**src/rtl/sq_pkg.sv**
```systemverilog
package sq_pkg;
  // Micro-step encoding; the 3-bit counter never reaches 6 or 7.
  typedef enum logic [2:0] {
    ST_FETCH_A = 3'd0,
    ST_LOAD_A  = 3'd1,
    ST_LOAD_B  = 3'd2,
    ST_EXEC    = 3'd3,
    ST_FETCH_C = 3'd4,
    ST_JUMP    = 3'd5
  } step_e;

  localparam int STEP_W    = 3;
  localparam int RD_PORTS  = 3;  // fetch, operand, load readback
  localparam int RD_FETCH  = 0;
  localparam int RD_OPND   = 1;
  localparam int RD_LOAD   = 2;
endpackage

```
**src/rtl/sq_ram.sv**
```systemverilog
module sq_ram #(
  parameter int W      = 4,
  parameter int NREAD  = 3
) (
  input  logic                    clk,
  input  logic                    we,
  input  logic [W-1:0]            waddr,
  input  logic [W-1:0]            wdata,
  input  logic [NREAD-1:0][W-1:0] raddr,
  output logic [NREAD-1:0][W-1:0] rdata
);
  localparam int DEPTH = 1 << W;

  logic [W-1:0] mem [DEPTH];

  always_ff @(posedge clk) begin
    if (we) mem[waddr] <= wdata;
  end

  for (genvar g = 0; g < NREAD; g++) begin : g_rd
    assign rdata[g] = mem[raddr[g]];
  end
endmodule

```
**src/rtl/sq_alu.sv**
```systemverilog
module sq_alu #(
  parameter int W = 4
) (
  input  logic [W-1:0] a_op,   // subtrahend, mem[A]
  input  logic [W-1:0] b_op,   // minuend, mem[B]
  output logic [W-1:0] diff,
  output logic         leq
);
  // Adder with inverted second input and carry-in forced to one.
  function automatic logic [W:0] add_inverted(input logic [W-1:0] x,
                                              input logic [W-1:0] y);
    logic [W:0] s;
    s = {1'b0, x} + {1'b0, ~y} + {{W{1'b0}}, 1'b1};
    return s;
  endfunction

  function automatic logic zero_or_neg(input logic [W-1:0] v);
    return v[W-1] | (v == '0);
  endfunction

  logic [W:0] sum_full;
  assign sum_full = add_inverted(b_op, a_op);
  assign diff     = sum_full[W-1:0];
  assign leq      = zero_or_neg(diff);

  // adding the subtrahend back must recover the minuend.
  always_comb begin
    a_r3_sub_inverse: assert (W'(diff + a_op) == b_op);
  end
endmodule

```
**src/rtl/sq_step.sv**
```systemverilog
module sq_step
  import sq_pkg::*;
(
  input  logic  clk,
  input  logic  rst_n,
  input  logic  start,      // restart at the first step
  input  logic  run,
  input  logic  early_end,  // fall-through: wrap after the execute step
  output step_e step
);
  always_ff @(posedge clk or negedge rst_n) begin
    if (!rst_n)                         step <= ST_FETCH_A;
    else if (start)                     step <= ST_FETCH_A;
    else if (run) begin
      if (early_end || step == ST_JUMP) step <= ST_FETCH_A;
      else                              step <= step_e'(step + 3'd1);
    end
  end

  // the counter stays within the six defined steps.
  a_r5_step_bound: assert property (@(posedge clk) disable iff (!rst_n)
    step <= ST_JUMP);
  // an early end always returns to the first step.
  a_r5_early_wrap: assert property (@(posedge clk) disable iff (!rst_n)
    (run && !start && early_end) |=> step == ST_FETCH_A);
endmodule

```
**src/rtl/sq_core.sv**
```systemverilog
module sq_core
  import sq_pkg::*;
#(
  parameter int W = 4
) (
  input  logic         clk,
  input  logic         rst_n,
  input  logic         go,
  input  logic         ld_we,
  input  logic [W-1:0] ld_addr,
  input  logic [W-1:0] ld_data,
  output logic [W-1:0] ld_rdata,
  input  logic [W-1:0] in_data,
  output logic [W-1:0] out_data,
  output logic         halted
);
  localparam logic [W-1:0] IO_ADDR = '1;
  localparam logic [W-1:0] STRIDE  = W'(3);

  logic [W-1:0] pc_q, xfr_q, a_q, b_q, out_q;
  logic         halted_q;
  step_e        step;

  // Named internal events
  logic run, start, io_sel, core_wr, load_wr, early_end, alu_leq;
  logic [W-1:0] alu_diff, fetch_off, operand;
  logic                      ram_we;
  logic [W-1:0]              ram_waddr, ram_wdata;
  logic [RD_PORTS-1:0][W-1:0] ram_raddr, ram_rdata;

  assign run       = !halted_q;
  assign start     = halted_q && go;
  assign io_sel    = (xfr_q == IO_ADDR);
  assign core_wr   = run && (step == ST_EXEC);
  assign early_end = core_wr && !alu_leq;
  assign load_wr   = halted_q && ld_we;

  always_comb begin
    unique case (step)
      ST_LOAD_A:  fetch_off = W'(1);
      ST_FETCH_C: fetch_off = W'(2);
      default:    fetch_off = '0;
    endcase
  end

  assign ram_raddr[RD_FETCH] = pc_q + fetch_off;
  assign ram_raddr[RD_OPND]  = xfr_q;
  assign ram_raddr[RD_LOAD]  = ld_addr;
  assign operand  = io_sel ? in_data : ram_rdata[RD_OPND];
  assign ld_rdata = ram_rdata[RD_LOAD];

  assign ram_we    = load_wr || (core_wr && !io_sel);
  assign ram_waddr = load_wr ? ld_addr : xfr_q;
  assign ram_wdata = load_wr ? ld_data : alu_diff;

  sq_ram #(.W(W), .NREAD(RD_PORTS)) u_ram (
    .clk   (clk),
    .we    (ram_we),
    .waddr (ram_waddr),
    .wdata (ram_wdata),
    .raddr (ram_raddr),
    .rdata (ram_rdata)
  );

  sq_alu #(.W(W)) u_alu (
    .a_op (a_q),
    .b_op (b_q),
    .diff (alu_diff),
    .leq  (alu_leq)
  );

  sq_step u_step (
    .clk       (clk),
    .rst_n     (rst_n),
    .start     (start),
    .run       (run),
    .early_end (early_end),
    .step      (step)
  );

  always_ff @(posedge clk or negedge rst_n) begin
    if (!rst_n) begin
      pc_q     <= '0;
      xfr_q    <= '0;
      a_q      <= '0;
      b_q      <= '0;
      out_q    <= '0;
      halted_q <= 1'b1;
    end else if (start) begin
      pc_q     <= '0;
      halted_q <= 1'b0;
    end else if (run) begin
      unique case (step)
        ST_FETCH_A: xfr_q <= ram_rdata[RD_FETCH];
        ST_LOAD_A: begin
          a_q   <= operand;
          xfr_q <= ram_rdata[RD_FETCH];
        end
        ST_LOAD_B:  b_q <= operand;
        ST_EXEC: begin
          if (io_sel)   out_q <= alu_diff;
          if (!alu_leq) pc_q  <= pc_q + STRIDE;
        end
        ST_FETCH_C: xfr_q <= ram_rdata[RD_FETCH];
        ST_JUMP: begin
          pc_q <= xfr_q;
          if (io_sel) halted_q <= 1'b1;
        end
        default: ;
      endcase
    end
  end

  assign out_data = out_q;
  assign halted   = halted_q;

  // fall-through advances by the stride and restarts the sequence.
  a_r5_fallthrough: assert property (@(posedge clk) disable iff (!rst_n)
    early_end |=> (step == ST_FETCH_A) && ((pc_q - $past(pc_q)) == STRIDE));
  // a taken branch lands on the fetched target.
  a_r4_branch_target: assert property (@(posedge clk) disable iff (!rst_n)
    (run && step == ST_JUMP) |=> pc_q == $past(xfr_q));
  // an I/O write updates the output register with the difference.
  a_r7_io_write: assert property (@(posedge clk) disable iff (!rst_n)
    (core_wr && io_sel) |=> out_q == $past(alu_diff));
  // branch to the I/O address halts.
  a_r8_halt_on_io: assert property (@(posedge clk) disable iff (!rst_n)
    (run && step == ST_JUMP && io_sel) |=> halted_q);
  // nothing moves while halted.
  a_r8_frozen: assert property (@(posedge clk) disable iff (!rst_n)
    (halted_q && !go) |=> ($stable(pc_q) && $stable(out_q)));
  // load port cannot write during execution.
  a_r9_load_blocked: assert property (@(posedge clk) disable iff (!rst_n)
    (run && !core_wr) |-> !ram_we);
  // a start pulse always resumes from address zero.
  a_r10_start_zero: assert property (@(posedge clk) disable iff (!rst_n)
    start |=> (pc_q == '0) && !halted_q && (step == ST_FETCH_A));
endmodule

```
**config.mk**
```make
export PLATFORM = sky130hd
export DESIGN_NAME = sq_core
export DESIGN_NICKNAME = d
export VERILOG_FILES = /design/src/rtl/sq_pkg.sv /design/src/rtl/sq_ram.sv /design/src/rtl/sq_alu.sv /design/src/rtl/sq_step.sv /design/src/rtl/sq_core.sv
export SDC_FILE = /design/constraint.sdc
export NUM_CORES = 1
export LEC_CHECK = 0
export BUFFER_PORTS_ARGS = -buffer_cell sky130_fd_sc_hd__buf_2
export CAP_MARGIN = 10
export CELL_PAD_IN_SITES_DETAIL_PLACEMENT = 1
export CELL_PAD_IN_SITES_GLOBAL_PLACEMENT = 2
export CORE_UTILIZATION = 39
export CTS_BUF_LIST = sky130_fd_sc_hd__clkbuf_16
export CTS_CLUSTER_DIAMETER = 120
export CTS_CLUSTER_SIZE = 8
export DETAILED_ROUTE_END_ITERATION = 8
export PLACE_DENSITY = 0.79
export SLEW_MARGIN = 20
export SYNTH_ARGS = -nofsm -noshare
export SYNTH_HDL_FRONTEND = slang
export SYNTH_SLANG_ARGS = --single-unit
export TNS_END_PERCENT = 100
```
**constraint.sdc**
```tcl
create_clock -name clk -period 2.9 [get_ports clk]
set_input_delay 0.29 -clock clk [delete_from_list [all_inputs] [get_ports clk]]
set_output_delay 0.29 -clock clk [all_outputs]
set_load 0.05 [all_outputs]
```
# Yosys cells after proc, flatten, opt, wreduce, memory -nomap -nowiden

Memories as Yosys holds them, arrays and structs flattened. A register that Yosys moved wholly into a read port is not among the register bits.
Index checks and enable logic that the tools add are counted.

Add/subtract/negate cells: 5
Equal/unequal tests: 8
Reductions and logical operators: 20
Multiplexer cells: 17
Bitwise logic cells: 4

Operators by type and width:

| kind                                                                   | number |
|---|---|
| 4-bit 2-to-1 mux                                                       | 6 |
| 3-bit AND reduction                                                    | 4 |
| 3-bit 2-to-1 mux                                                       | 3 |
| 4-bit adder                                                            | 2 |
| 4-bit case mux with 2 select lines                                     | 1 |
| 3-bit by 2-bit equality test with 1-bit output (second input constant) | 2 |
| 3-bit equality test (second input constant)                            | 2 |
| 1-bit 2-to-1 mux                                                       | 6 |
| 1-bit logical AND                                                      | 5 |
| 4-bit by 1-bit adder with 4-bit output (second input constant)         | 1 |
| 4-bit by 2-bit adder with 4-bit output (second input constant)         | 1 |
| 4-bit equality test (second input constant)                            | 1 |
| 1-bit logical NOT                                                      | 4 |
| 4-bit logical NOT                                                      | 1 |
| 4-bit inverter                                                         | 1 |
| 2-bit case mux with 2 select lines                                     | 1 |
| 4-bit AND reduction                                                    | 1 |
| 3-bit by 1-bit adder with 3-bit output (second input constant)         | 1 |
| 3-bit by 1-bit equality test with 1-bit output (second input constant) | 1 |
| 3-bit logical NOT                                                      | 1 |
| 3-bit != test (second input constant)                                  | 1 |
| 3-bit nonzero test                                                     | 1 |
| 3-bit OR reduction                                                     | 1 |
| 1-bit logical OR                                                       | 2 |
| other kinds (3)                                                        | 4 |

Bits of input ports: 16
Memories kept: 1
Bits in registers: 20
Memory bits (writable): 64

Memory list:

| memory    | depth | bits a word | read ports | clocked after memory_dff | write ports | line         | RTL |
|---|---|---|---|---|---|---|---|
| u_ram.mem | 16    | 4           | 3          | 1                        | 1           | sq_ram.sv:14 | `logic [W-1:0] mem [DEPTH];` |

# Logic depth before layout (Yosys ltp)

Gate-level depths: netlist (run 1).

Depth in word-level cells: 11
Mapped depth: 12

# By module

A second synthesis (run 1) with hierarchy kept.

Cells, all modules: 361
Area, all modules: 5242.5 µm²

By module, submodules not included:

| module  | seq. area each (µm²) | times used | area each (µm²) | cells each |
|---|---|---|---|---|
| sq_ram  | 1921.8               | 1          | 3694.8          | 204 |
| sq_core | 526.8                | 1          | 1226.2          | 120 |
| sq_step | 75.1                 | 1          | 181.4           | 19 |
| sq_alu  | 0.0                  | 1          | 140.1           | 18 |

# Least setup slack after synthesis (run 1)

No wires, ideal clock.

Path kind: flip-flop to flip-flop
Start: reg u_step.step[1]
End: reg xfr_q[3] (read register of u_ram.mem)
Stages on the path, launching flop included: 13
Arrival time: 2646 ps
Path slack: 109 ps
Period minus slack after synthesis: 2791 ps
Required time: 2755 ps
Cells stage by stage: dfrtp_1 > inv_1 > ha_1 > nor2b_1 > ha_1 > inv_1 > fa_1 > clkbuf_1 > buf_2 > mux4_2 > mux2_2 > o22ai_1 > a31oi_1

Word-level cells in the longest chain between the ends: 3

Ends and longest elaborated chain:

| item                                                                            | line                         | RTL |
|---|---|---|
| from (decl)                                                                     | sq_step.sv:9                 | `output step_e step` |
| from (signal assigned)                                                          | sq_step.sv:16                | `else step <= step_e'(step + 3'd1);` |
| 3-bit equality test, or another cell as far along                               | sq_core.sv:39, sq_core.sv:93 |  |
| 2-bit case mux with 2 select lines / 3-bit OR reduction (equally long branches) | --                           |  |
| 4-bit adder / 3-bit AND reduction (equally long branches)                       | --                           |  |
| to (decl)                                                                       | sq_core.sv:20                | `logic [W-1:0] pc_q, xfr_q, a_q, b_q, out_q;` |

Several ways; a longest one is shown, not always the timed one.
A chain may end at the register's enable or synchronous reset.

# Worst setup path in the final report (run 1)

Start: reg u_step.step[1]
End: reg xfr_q[0] (read register of u_ram.mem)

The elaborated chain is that of the path after synthesis.

==> results_dict.tcl, run 1 <==
set metrics [dict create \
    wl_per_cell_microns 24.1 \
    final_antenna_net_count 0 \
    post_synth_num_cell_types 46 \
    maxSlewViolCount 0 \
    rows 41 \
    max-vdd-ir-drop_mv 0.568 \
    fin_crit_sh_pct 94.3 \
    antenna_found_initial 0 \
    initial_utilization_pct 40.6 \
    status "finished clean" \
    p_per_area_mw_per_mm2 1240 \
    dp_hpwl_mm 10.4 \
    drc 0 \
    synth_xor_area_share_pct 0.989 \
    synth_fa_ha_area_share_pct 3.43 \
    cp.required_ps 3100 \
    critPathLaunch "u_step.step[1]" \
    cp-start-kind "flop" \
    syn_area_per_cell_sq_um 13.4 \
    vias 3547 \
    ys_ff_latch 88 \
    layoutNonFillerInstCount 590 \
    fmax_ghz 0.366 \
    grt_usage_pct 21.8 \
    period_minus_slack_ps 2730 \
    p_int_mw 4.13 \
    cp.arrival_ps 2930 \
    r2r_start "u_step.step[1]" \
    yosysSeqAreaShare_pct 48.7 \
    grt_max_degree 25 \
    grt_overflow 0 \
    rsz0062_at_grt "false" \
    die_h_microns 117 \
    seqPwrFrac_pct 31.6 \
    num-nets-final 444 \
    hold_violations 0 \
    core_area_sq_mm 0.0128 \
    root_buffer "clkbuf_16" \
    tightest_slew_ps 692 \
    die-area_sq_mm 0.0138 \
    setup_viol 0 \
    synth_warnings 0 \
    layout_commonest_cell "edfxtp_1" \
    cts_inserted_buffers 9 \
    viasPerCell 6.01 \
    clk_latency_ps 350 \
    drive_gt1_share_pct 20.8 \
    drt_first_iter_violations 290 \
    fin_setup_tns_ps 0 \
    synth_area_sq_mm 0.00518 \
    slowest_delay_ps 540 \
    placed_cells 575 \
    synth_fp_nets 417 \
    synthSimpleGateAreaFrac_pct 8.42 \
    end_kind "flop" \
    cts_buffer_depth 2 \
    dr.pass1.iters 5 \
    io_pins 25 \
    ys.flop_type "edfxtp_1" \
    netlist_instances 388 \
    die_w_microns 117 \
    n_fill_cell 1313 \
    numClockSinks 88 \
    htreeDepth 3 \
    total_power_mw 7.14 \
    async_flop_share_pct 27.3 \
    cts_tree "built" \
    max-slew-margin-rel_pct 53.5 \
    clkTransAtPathRegs_ps 60 \
    hold_start "go" \
    gp_congestion 0.895 \
    combPwrFrac_pct 53.7 \
    area_delta_synth_final_pct 10.9 \
    grt_pass1_wl_mm 21.9 \
    p_leak_nw 2.17 \
    power.switching_mw 3.02 \
    hp-class "in -> reg" \
    layout_common_cells "edfxtp_1 (64), nor2_1 (43), a21oi_1 (25)" \
    grt_pass1_vias 3698 \
    clkPwrFrac_pct 14.7 \
    cp_cell_sequence "inv_1, ha_1, nor2b_2, ha_1, inv_1, fa_1, buf_12, mux4_2, mux2_2, o22ai_1, a31oi_1" \
    synth_top_family_by_area "multiplexers" \
    crit_fanout 16 \
    n_antenna_cell 0 \
    numPortBuffers 24 \
    wl_mm 14.2 \
    synth_mux_area_share_pct 24.5 \
    critPathSlowestCell "fa_1" \
    synth_compound_area_share_pct 9.22 \
    maxCapViolCount 0 \
    clock_skew_ps 8.29 \
    critPathKind "reg -> reg" \
    netSwitchingFraction_pct 42.2 \
    synth_edf_count 64 \
]
==> layer usage <==
metal | wire length, microns | global-route usage (%)
met1 | 5980 | 28.2
met2 | 6960 | 35.0
met3 | 899 | 5.40
met4 | 358 | 9.01
met5 | 0 | 0
==> synth_stat cells (3+ instances only) <==
master / instances / area, sq um
dfrtp_1: 23 / 576
a31oi_1: 16 / 100
ha_1: 11 / 138
buf_2: 5 / 25.0
nor2b_1: 9 / 56.3
nor3_1: 5 / 25.0
o22ai_1: 10 / 62.6
mux2i_1: 22 / 220
buf_6: 3 / 33.8
nor2_1: 43 / 161
mux4_1: 19 / 499
mux2_2: 7 / 78.8
nand4_1: 3 / 18.8
nand2_1: 23 / 86.3
a32o_1: 3 / 30.0
a21oi_1: 25 / 125
nand2b_1: 3 / 18.8
nor3b_1: 3 / 22.5
o21ai_0: 10 / 50.1
clkbuf_1: 7 / 26.3
mux4_2: 21 / 473
buf_4: 4 / 30.0
a211o_1: 4 / 35.0
edfxtp_1: 64 / 1920
xnor2_1: 3 / 26.3
inv_1: 15 / 56.3
==> flip-flops by register name, summed over array words and instances, names as in the netlist <==
| name | count |
|---|---|
| u_ram.mem | 64 |
| a_q | 4 |
| b_q | 4 |
| out_data | 4 |
| pc_q | 4 |
| xfr_q | 4 |
| u_step.step | 3 |
| halted | 1 |
==> area by class of cell <==
type | instances | area (sq um) | share of cell area [%]
clock inverters | 5 | 37.5 | 0.653
clock buffers | 9 | 225 | 3.92
repair buffers | 41 | 263 | 4.57
inverters | 15 | 56.3 | 0.979
well taps | 172 | 215 | 3.74
multi-input cells | 260 | 2430 | 42.2
flip-flops and latches | 88 | 2520 | 43.9
==> worst paths after layout <==
path / end / slack [ps] / cells past startpoint
max: xfr_q[0] / 170 / 11
min: pc_q[0] / 260 / 2
max reg2reg: xfr_q[0] / 170 / 11
min reg2reg: out_data[3] / 480 / 2
max in group asynchronous: xfr_q[0] / 1970 / 2
min in group asynchronous: xfr_q[1] / 490 / 2
==> metrics by stage <==
| step | instance area (sq um) | hold WS (ps) | util [%] | worst slack (ps) |
|---|---|---|---|---|
| 6_report | 5750 | 259 | 45.0 | 167 |
| 5_1_grt | 5750 | 253 | 45.0 | 35.2 |
| 4_1_cts | 5740 | 238 | 44.9 | 147 |
| 3_5_place_dp | 5460 | 335 | 42.8 | 176 |
| 3_3_place_gp | 5460 | 322 | 42.8 | 252 |
| 2_1_floorplan | 5180 | -5.59 | - | 109 |
==> what timing repair did <==
item	in CTS	in global routing
setup endpoints to repair	0	2
buffers inserted	0	0
gates resized for setup	0	2
hold endpoints to repair	23	0
hold buffers	1	0
==> critical path: cells and delay by family, from the launching register on <==
family / cells / cell delay (ps)
adders and majority gates: 3 / 910
buffers and inverters: 3 / 340
muxes: 2 / 570
and+or+nand+nor: 1 / 170
DFF: 1 / 410
AOI/OAI and AO/OA: 2 / 190
==> power groups by stage <==
| stage | clock (mW) | combinational (mW) | sequential, mW |
|---|---|---|---|
| final | 1.05 | 3.84 | 2.26 |
| after global routing | 1.12 | 4.13 | 2.29 |
| after CTS | 1.08 | 3.83 | 2.25 |
| after detailed placement | 0 | 3.81 | 2.28 |
| after global placement | 0 | 3.72 | 2.27 |
| after floorplan | 0 | 2.57 | 2.26 |
==> kinds of logic (layout without fill, tap and decap cells) <==
kind of cell / count (synthesis) / count (layout)
AOI/OAI and AO/OA: 77 / 77
xor gates and xnor gates: 5 / 5
adders and majority gates: 13 / 13
buffers and inverters: 40 / 70
DFF: 88 / 88
muxes: 69 / 69
and+or+nand+nor: 96 / 96
(Power assumes the default switching activity.)
==> run 2: changes to the inputs <==
--- a/config.mk
+++ b/config.mk
@@ -6,5 +6,5 @@
 export NUM_CORES = 1
 export LEC_CHECK = 0
-export BUFFER_PORTS_ARGS = -buffer_cell sky130_fd_sc_hd__buf_2
+export BUFFER_PORTS_ARGS = -buffer_cell sky130_fd_sc_hd__buf_4
 export CAP_MARGIN = 10
 export CELL_PAD_IN_SITES_DETAIL_PLACEMENT = 1
==> constraint.sdc (replaced) <==
create_clock -name clk -period 2.9 [get_ports clk]
set_input_delay 0.29 -clock clk [delete_from_list [all_inputs] [get_ports clk]]
set_output_delay 0.29 -clock clk [all_outputs]
set_load 0.01 [all_outputs]
==> run 2 against run 1 <==
Die area stayed put. Critical path depth unchanged. Wire length increased by 4.1%. Count of clock-buffer cells in the layout unchanged. Non-clock buffer count up 1. Final area increased by 1.8%. Largest power group unchanged.
==> results_dict.tcl, run 2 (same netlist as run 1, synthesis figures left out) <==
set metrics [dict create \
    status "finished clean" \
    slowest_delay_ps 570 \
    rows 41 \
    grt_overflow 0 \
    p_leak_nw 2.21 \
    fmax_ghz 0.362 \
    dpl_worst_slack_ps 74.7 \
    clock_skew_ps 7.65 \
    grt_usage_pct 22.4 \
    p_per_area_mw_per_mm2 1240 \
    num-nets-final 445 \
    wl_per_cell_microns 24.9 \
    cp_cell_sequence "inv_2, ha_2, nor2b_4, ha_1, inv_1, fa_1, buf_12, mux4_2, mux2_2, o22ai_1, a31oi_1" \
    critPathSlowestCell "fa_1" \
    grt_pass1_vias 3738 \
    n_fill_cell 1327 \
    grt_max_degree 25 \
    rsz0062_at_grt "true" \
    numClockSinks 88 \
    cts_tree "built" \
    wl_mm 14.8 \
    numPortBuffers 24 \
    dp_hpwl_mm 10.6 \
    crit_buf_inv 3 \
    drive_gt1_share_pct 21.9 \
    critPathKind "reg -> reg" \
    clk_latency_ps 350 \
    layout_commonest_cell "edfxtp_1" \
    total_power_mw 7.24 \
    area_delta_synth_final_pct 12.9 \
    setup_viol 0 \
    vias 3585 \
    die-area_sq_mm 0.0138 \
    max-vdd-ir-drop_mv 0.426 \
    hold_violations 0 \
    maxSlewViolCount 0 \
    maxCapViolCount 0 \
    post-route-util_pct 45.8 \
    crit_fanout 14 \
    cp.required_ps 3090 \
    antenna_found_initial 0 \
    gp_congestion 0.851 \
    fin_ws_ps 138 \
    drc 0 \
    cts_buffer_depth 2 \
    drt_first_iter_violations 270 \
    fin_crit_sh_pct 95.3 \
    hp-class "in -> reg" \
    n_antenna_cell 0 \
    htreeDepth 3 \
    max-slew-margin-rel_pct 54.7 \
    layout_common_cells "edfxtp_1 (64), nor2_1 (43), buf_4 (38)" \
    die_w_microns 117 \
    io_pins 25 \
    cp.arrival_ps 2960 \
    dr.pass1.iters 5 \
    top_register "u_ram.mem" \
    grt_pass1_wl_mm 22.5 \
    cp-start-kind "flop" \
    end_kind "flop" \
    viasPerCell 6.05 \
    tightest_slew_ps 674 \
    path_delay_family "adder cells" \
    core_area_sq_mm 0.0128 \
    holdWs_ps 199 \
    largest_reg_flops 64 \
    root_buffer "clkbuf_16" \
    die_h_microns 117 \
    final_antenna_net_count 0 \
    period_minus_slack_ps 2760 \
    cts_inserted_buffers 9 \
    initial_utilization_pct 40.6 \
    clkTransAtPathRegs_ps 70 \
]
run 2: cell count changes in the layout (fill, tap and decap cells not counted), moves of 2 or more:
| cell | change |
|---|---|
| clkinv_4 | -2 |
| buf_4 | +23 |
| buf_12 | +2 |
| inv_6 | +4 |
| buf_2 | -24 |
| inv_1 | -2 |
run 2: repair_timing:
action / in CTS / in global routing
hold buffers: 1 / 0
hold endpoints to repair: 23 / 0
endpoints found under the setup margin: 0 / 4
setup buffers: 0 / 1
resized for setup: 0 / 4
run 2: per-layer routing:
metal | share of wire (%) | vias up | wire (microns) | track usage, %
met2 | 48 | 134 | 7070 | 35.3
met3 | 6.2 | 27 | 917 | 4.86
met5 | 0 | - | 0 | 0
li1 | - | 1581 | - | -
met4 | 3.5 | 0 | 518 | 11.0
met1 | 42 | 1843 | 6270 | 29.2
run 2: worst paths after layout:
kind,from,endpoint,slack (ps),cells past startpoint
min in group asynchronous,rst_n,xfr_q[0],390,2
min,go,pc_q[0],200,2
min reg2reg,out_data[2],out_data[2],490,2
max reg2reg,u_step.step[1],xfr_q[0],140,11
max,u_step.step[1],xfr_q[0],140,11
max in group asynchronous,rst_n,halted,2210,2
run 2: cell type report:
class	instances	area, sq um	share of cell area [%]
inverter	15	56.3	0.962
clock buffer	9	225	3.85
tap	172	215	3.68
clock inverter	7	52.6	0.898
sequential	88	2520	43.1
timing repair buffer	42	355	6.07
multi-input combinational	260	2420	41.4
run 2: where the power goes:
part           internal (mW)  switching [mW]
Sequential              2.02           0.222
Clock                  0.590           0.509
Combinational           1.63            2.28
run 2: metrics by stage:
step	TNS, ps	area (sq um)	instances
finish	0	5850	593
global route	-17.3	5850	593
CTS	0	5840	592
detailed placement	0	5550	575
global placement	0	5550	575
floorplan	0	5180	388
